### src/rtl/i2c_tenbit_pkg.sv
package i2c_tenbit_pkg;

    localparam int BYTE_W = 8;
    localparam int ADDR_W = 10;
    localparam int HI_W   = ADDR_W - BYTE_W;
    localparam int PFX_W  = BYTE_W - HI_W - 1;
    localparam logic [PFX_W-1:0] TEN_PFX = 5'b11110;

    typedef enum logic [2:0] {
        M_IDLE,
        M_WAIT_LO,
        M_RX,
        M_TX,
        M_SKIP
    } mstate_e;

    typedef struct packed {
        mstate_e st;
        logic    mem;
        logic    sel;
        logic    ack;
        logic    rd;
    } match_s;

endpackage

### src/rtl/i2c_tenbit_head.sv
module i2c_tenbit_head
    import i2c_tenbit_pkg::*;
(
    input  logic [BYTE_W-1:0] byte_i,
    input  logic [HI_W-1:0]   own_hi_i,
    output logic              hit_o,
    output logic              rw_o
);
    logic [PFX_W-1:0] pfx_eq;

    genvar g;
    generate
        for (g = 0; g < PFX_W; g++) begin : g_pfx
            assign pfx_eq[g] = (byte_i[BYTE_W-PFX_W+g] == TEN_PFX[g]);
        end
    endgenerate

    always_comb begin
        hit_o = (&pfx_eq) && (byte_i[HI_W:1] == own_hi_i);
        rw_o  = byte_i[0];
    end
endmodule

### src/rtl/i2c_tenbit_low.sv
module i2c_tenbit_low
    import i2c_tenbit_pkg::*;
(
    input  logic [BYTE_W-1:0] byte_i,
    input  logic [BYTE_W-1:0] own_lo_i,
    output logic              eq_o
);
    always_comb begin
        eq_o = (byte_i == own_lo_i);
    end
endmodule

### src/rtl/i2c_tenbit_match.sv
module i2c_tenbit_match
    import i2c_tenbit_pkg::*;
(
    input  logic              clk,
    input  logic              rst_n,
    input  logic              start_i,
    input  logic              rstart_i,
    input  logic              stop_i,
    input  logic              first_vld_i,
    input  logic              next_vld_i,
    input  logic [BYTE_W-1:0] byte_i,
    input  logic [ADDR_W-1:0] own_addr_i,
    output logic              ack_o,
    output logic              sel_o,
    output logic              rd_o
);
    match_s cur_q, nxt_d;
    logic   hd_hit, hd_rw, lo_eq;

    i2c_tenbit_head u_head (
        .byte_i   (byte_i),
        .own_hi_i (own_addr_i[ADDR_W-1:BYTE_W]),
        .hit_o    (hd_hit),
        .rw_o     (hd_rw)
    );

    i2c_tenbit_low u_low (
        .byte_i   (byte_i),
        .own_lo_i (own_addr_i[BYTE_W-1:0]),
        .eq_o     (lo_eq)
    );

    always_comb begin
        nxt_d     = cur_q;
        nxt_d.ack = 1'b0;
        if (stop_i) begin
            nxt_d.st  = M_IDLE;
            nxt_d.mem = 1'b0;
            nxt_d.sel = 1'b0;
        end else if (start_i || rstart_i) begin
            nxt_d.st  = M_IDLE;
            nxt_d.sel = 1'b0;
            if (start_i) nxt_d.mem = 1'b0;
        end else if (first_vld_i) begin
            if (!hd_hit) begin
                nxt_d.st  = M_SKIP;
                nxt_d.sel = 1'b0;
                nxt_d.mem = 1'b0;
            end else begin
                nxt_d.rd = hd_rw;
                if (!hd_rw) begin
                    nxt_d.st  = M_WAIT_LO;
                    nxt_d.sel = 1'b0;
                    nxt_d.mem = 1'b0;
                    nxt_d.ack = 1'b1;
                end else if (cur_q.mem) begin
                    nxt_d.st  = M_TX;
                    nxt_d.sel = 1'b1;
                    nxt_d.ack = 1'b1;
                end else begin
                    nxt_d.st  = M_SKIP;
                    nxt_d.sel = 1'b0;
                end
            end
        end else if (next_vld_i) begin
            unique case (cur_q.st)
                M_WAIT_LO: begin
                    if (lo_eq) begin
                        nxt_d.st  = M_RX;
                        nxt_d.sel = 1'b1;
                        nxt_d.mem = 1'b1;
                        nxt_d.ack = 1'b1;
                    end else begin
                        nxt_d.st  = M_SKIP;
                        nxt_d.sel = 1'b0;
                        nxt_d.mem = 1'b0;
                    end
                end
                M_RX:    nxt_d.ack = 1'b1;
                M_TX:    nxt_d.ack = 1'b0;
                default: nxt_d.ack = 1'b0;
            endcase
        end
    end

    always_ff @(posedge clk) begin
        if (!rst_n) begin
            cur_q <= '{st: M_IDLE, mem: 1'b0, sel: 1'b0, ack: 1'b0, rd: 1'b0};
        end else begin
            cur_q <= nxt_d;
        end
    end

    assign ack_o = cur_q.ack;
    assign sel_o = cur_q.sel;
    assign rd_o  = cur_q.rd;


    stop_drop_chk: assert property (@(posedge clk) disable iff (!rst_n)
        stop_i |=> (!sel_o && !ack_o && !cur_q.mem));


    ack_cause_chk: assert property (@(posedge clk) disable iff (!rst_n)
        ack_o |-> $past(first_vld_i || next_vld_i));


    rd_nomem_chk: assert property (@(posedge clk) disable iff (!rst_n)
        (first_vld_i && byte_i[0] && !cur_q.mem && !stop_i && !start_i && !rstart_i)
        |=> !sel_o);


    sel_rise_chk: assert property (@(posedge clk) disable iff (!rst_n)
        $rose(sel_o) |-> ack_o);


    start_drop_chk: assert property (@(posedge clk) disable iff (!rst_n)
        (start_i || rstart_i) |=> !sel_o);


    tx_quiet_chk: assert property (@(posedge clk) disable iff (!rst_n)
        (sel_o && rd_o && next_vld_i && !first_vld_i && !stop_i && !start_i && !rstart_i)
        |=> (!ack_o && sel_o));
endmodule

### config.mk
export PLATFORM = sky130hd
export DESIGN_NAME = i2c_tenbit_match
export DESIGN_NICKNAME = d
export VERILOG_FILES = /design/src/rtl/i2c_tenbit_pkg.sv /design/src/rtl/i2c_tenbit_head.sv /design/src/rtl/i2c_tenbit_low.sv /design/src/rtl/i2c_tenbit_match.sv
export SDC_FILE = /design/constraint.sdc
export NUM_CORES = 1
export LEC_CHECK = 0
export ABC_AREA = 1
export BUFFER_PORTS_ARGS = -buffer_cell sky130_fd_sc_hd__buf_2
export CAP_MARGIN = 20
export CORE_AREA = 3 3 40 42
export DETAILED_ROUTE_END_ITERATION = 10
export DIE_AREA = 0 0 43 45
export GPL_TIMING_DRIVEN = 0
export PLACE_DENSITY = 0.75
export SLEW_MARGIN = 20
export SYNTH_ARGS = -nofsm -noshare
export SYNTH_HDL_FRONTEND = slang
export SYNTH_SLANG_ARGS = --single-unit
export TNS_END_PERCENT = 100
### constraint.sdc
create_clock -name clk -period 1.7 [get_ports clk]
set_input_delay 0.425 -clock clk [delete_from_list [all_inputs] [get_ports clk]]
set_output_delay 0.425 -clock clk [all_outputs]
set_load 0.01 [all_outputs]
# After elaboration in Yosys (flattened, before gate mapping)
# Cells that the tools add are included.
# Widths: inputs -> output; s select.
[word_totals]
word_cells = 42
inputBits = 25
register_bits = 7
output_inout_bits = 3
[op_classes]
n_eq_ne = 6
n_mux = 15
n_reduce_logical = 12
n_bitwise = 4
[op_table]
columns = ["op", "count"]
rows = [
  ["$mux 5", 3],
  ["$mux 6", 2],
  ["$eq 8x8->1", 1],
  ["$reduce_and 4->1", 2],
  ["$mux 2", 3],
  ["$mux 3", 2],
  ["$reduce_bool 3->1", 2],
  ["$reduce_and 5->1", 1],
  ["$mux 1", 4],
  ["$ne 4x3->1 const B", 1],
  ["$not 1->1", 4],
  ["$reduce_bool 2->1", 2],
  ["$eq 3x1->1 const B", 1],
  ["$eq 3x2->1 const B", 1],
  ["$reduce_or 3->1", 1],
  ["$eq 2x2->1", 1],
  ["$ne 2x2->1 const B", 1],
  ["$pmux 1 s2", 1],
  ["$reduce_and 2->1", 1],
  ["$reduce_or 2->1", 1],
  ["$logic_and 1x1->1", 1],
  ["$logic_or 1x1->1", 1],
]

# Longest topological paths before layout
[logic_depth]
word_depth = 6
ltp_mapped = 10
depth_no_buf = 10

# Cells and area by module
# Synthesis repeated with hierarchy kept, for this count alone.
[hier_totals]
hier_cells = 120
area_unflattened_um2 = 606.8
[modules_own_cells]
columns = ["mod", "cells_per_inst", "n_inst", "area_per_inst_um2", "seq_area_each_um2"]
rows = [
  ["i2c_tenbit_match", 59, 1, 367.9, 120.1],
  ["i2c_tenbit_low", 44, 1, 165.2, 0.0],
  ["i2c_tenbit_head", 17, 1, 73.8, 0.0],
]

# Worst setup path before layout
# Ideal clock, no wire load.
[synth_timing]
path_kind = "in2reg"
from = "in own_addr_i[8]"
to = "reg cur_q, in the netlist ack_o"
required_ns = 1.634
path_stages = 8
setup_slack_ns = 0.575
setup_time_ns = 0.066
n_path_buf = 0
t_arrival_ns = 1.058
cell_sequence = "inv_1 > nand2_1 > nand2_2 > nor2_2 > nand3_2 > nor2_2 > nor2_1 > a21oi_2"
[synth_between]
elab_chain_len = 4
[synth_lines]
columns = ["element", "line", "text"]
rows = [
  ["start, declared", "i2c_tenbit_match.sv:12", "input logic [ADDR_W-1:0] own_addr_i,"],
  ["$eq 2x2->1", "i2c_tenbit_head.sv:19", "hit_o = (&pfx_eq) && (byte_i[HI_W:1] == own_hi_i);"],
  ["$logic_and 1x1->1", "i2c_tenbit_head.sv:19", ""],
  ["$mux 2", "i2c_tenbit_match.sv:45", "if (!hd_hit) begin"],
  ["$mux 6", "i2c_tenbit_match.sv:44", "end else if (first_vld_i) begin"],
  ["end signal, assigned", "i2c_tenbit_match.sv:88", "cur_q <= '{st: M_IDLE, mem: 1'b0, sel: 1'b0, ack: 1'b0, rd: 1'b0};"],
  ["end signal, assigned", "i2c_tenbit_match.sv:90", "cur_q <= nxt_d;"],
  ["end, declared", "i2c_tenbit_match.sv:17", "match_s cur_q, nxt_d;"],
]
# No other way between the ends.
# A chain may end at the register's enable or synchronous reset.

==> results_dict.tcl <==
set metrics [dict create \
    synth_area_leader_cell "nand2_1" \
    pwr-share-seq_pct 37.7 \
    endpoint_kind "output port" \
    worstPathCellList "buf_2" \
    ios 28 \
    die_w_um 43 \
    tns_ns 0 \
    drive_above_1_share_pct 34.4 \
    arrival_ns 0.78 \
    clock.fmax_mhz 833 \
    p_int_mw 0.267 \
    wire_per_inst_um 9.25 \
    cts.clk_slew.worst_paths_ns 0.05 \
    avgSynthCellArea_um2 5.75 \
    fin_ws_ns 0.500 \
    path_delay_family "flip-flops" \
    synth_top_cell_area_share_pct 22.7 \
    rsz0062_at_grt "false" \
    wirelength_mm 1.32 \
    status "completed" \
    synthCells 98 \
    synthDistinctLibCells 19 \
    maxSlewHeadroom_pct 84.2 \
    hpwlAfterDp_mm 1.14 \
    cts_root_buf "clkbuf_4" \
    syn_nets 123 \
    cts_buffers 3 \
    syn_to_final_growth_pct 31.3 \
    nNetsFinal 155 \
    tightestPinTransition_ns 0.235 \
    pwr-share-clk_pct 37.0 \
    yosysMostFrequentCell "nand2_1" \
    skew_ns 0.00187 \
    peakVddDrop_v 0.000300 \
    ys_warn_count 0 \
    vias 653 \
    cts_tree "yes" \
    crit_fanout 4 \
    p_sw_share_pct 29.7 \
    synth_enable_flop_cells 0 \
    die_h_um 45 \
    yosys-top-cells-count "nand2_1 (34), inv_1 (18), nor2_1 (7)" \
    hold_viol_final 0 \
    track_usage_pct 15.8 \
    drtIter0Drc 10 \
    start_util_pct 43.8 \
    first_pass_iters 5 \
    dieArea_um2 1940 \
    crit_type "reg -> out" \
    combPwrFrac_pct 25.4 \
    cap_violations 0 \
    synth_area_leaders "nand2_1 (23%), dfxtp_1 (21%), inv_1 (12%)" \
    core_um2 1280 \
    cts_num_sinks 6 \
    ant_nets 0 \
    cellLeakagePower_nw 0.429 \
    crit_path_start_kind "register" \
    htree_levels 1 \
    crit_slowest_cell "dfxtp_1" \
    grt_max_degree 7 \
    viasPerCell 4.57 \
    grt_overflow 0 \
    synth_seq_cells 6 \
    num_rows 13 \
    post-route-period-util_pct 70.6 \
    slowest_delay_ns 0.37 \
    antenna_found_initial 0 \
    period_minus_slack_ns 1.20 \
    syn_area_um2 563 \
    cp_num_buf_inv 1 \
    p_per_area_nw_per_um2 513 \
    ctsResizeCount 0 \
    grt_pass1_wl_mm 2.32 \
    pre_cts_ws_ns 0.329 \
    hold_path_class "in -> reg" \
    finalSetupViolations 0 \
    async_flop_share_pct 0 \
    clockBufferDepth 2 \
    grt_pass1_vias 629 \
    clk_latency_ns 0.25 \
    cts_hold_buffers 0 \
    synth-main-ff-cell "dfxtp_1" \
    switchingPower_mw 0.113 \
    maxSlewViolCount 0 \
    critPathRequiredTime_ns 1.27 \
    yosysSeqAreaShare_pct 21.3 \
    port_buffers 27 \
    diodes 0 \
    cts_setup_buffers 0 \
    gp_congestion 0.806 \
    remaining_drc_errors 0 \
]
flip-flops by register name, indices dropped and copies added (netlist names):
register	count
ack_o	1
cur_q	4
rd_o	1
metal layers:
metal	share of wire, %	vias to the layer above	global-route usage (%)
li1	-	357	-
met3	8.1	5	5.98
met1	41	271	17.4
met2	50	20	26.6
met4	1.6	0	7.83
met5	0	-	0
kinds of logic after synthesis:
| group | Yosys count | share of synthesized area (%) |
|---|---|---|
| DFF | 6 | 21.3 |
| and+or+nand+nor | 58 | 47.6 |
| xor gates and xnor gates | 5 | 7.78 |
| buffers and inverters | 20 | 13.3 |
| AOI/OAI and AO/OA | 9 | 10.0 |
cell usage in the layout, fill, tap and decap left out, drive strengths merged, types with 2 or more instances in the layout:
cell type,Yosys,routed
o21ai,2,2
dfxtp,6,6
clkbuf,0,3
nor2,12,12
inv,20,20
nand4,2,2
buf,0,27
nand2,37,37
a21oi,5,5
xnor2,5,5
nand3,5,5
cell type report:
class	instances	area, um^2
clock buffer	3	22.5
tap	15	18.8
fill	124	546
timing repair buffer	27	135
multi-input combinational	72	368
inverter	20	75.1
sequential	6	120
power by group through the flow:
stage	logic (mW)	clock network (mW)	registers [mW]
3_3_place_gp	0.0940	0	0.146
5_1_grt	0.110	0.147	0.143
2_1_floorplan	0.0527	0	0.145
3_5_place_dp	0.0966	0	0.146
6_report	0.0962	0.140	0.143
4_1_cts	0.0971	0.142	0.143
worst min-delay path, cell delays in order:
cell	delay [ns]
buf_2	0.10
o21ai_1	0.06
a21oi_1	0.04
stage by stage:
stage	std cells	power [mW]	util, %	instance area, um^2	hold slack, ns
2_1_floorplan	98	0.198	-	563	0.465
3_3_place_gp	140	0.240	55.8	717	0.493
3_5_place_dp	140	0.242	55.8	717	0.496
4_1_cts	143	0.382	57.5	739	0.430
5_1_grt	143	0.400	57.5	739	0.463
6_report	143	0.380	57.5	739	0.427
path summary, 6_finish.rpt:
path                                             from                     to  slack [ns]  cells after the start
worst max-delay path            cur_q[5]$_SDFFE_PP0P_                  sel_o        0.50                      1
worst min-delay path                            rst_n      rd_o$_SDFFE_PN0P_        0.43                      3
worst max register to register  cur_q[5]$_SDFFE_PP0P_  cur_q[3]$_SDFFE_PP0P_        0.58                      7
worst min register to register  cur_q[5]$_SDFFE_PP0P_  cur_q[5]$_SDFFE_PP0P_        0.51                      2
No activity file was read; power rests on OpenSTA's default activity.
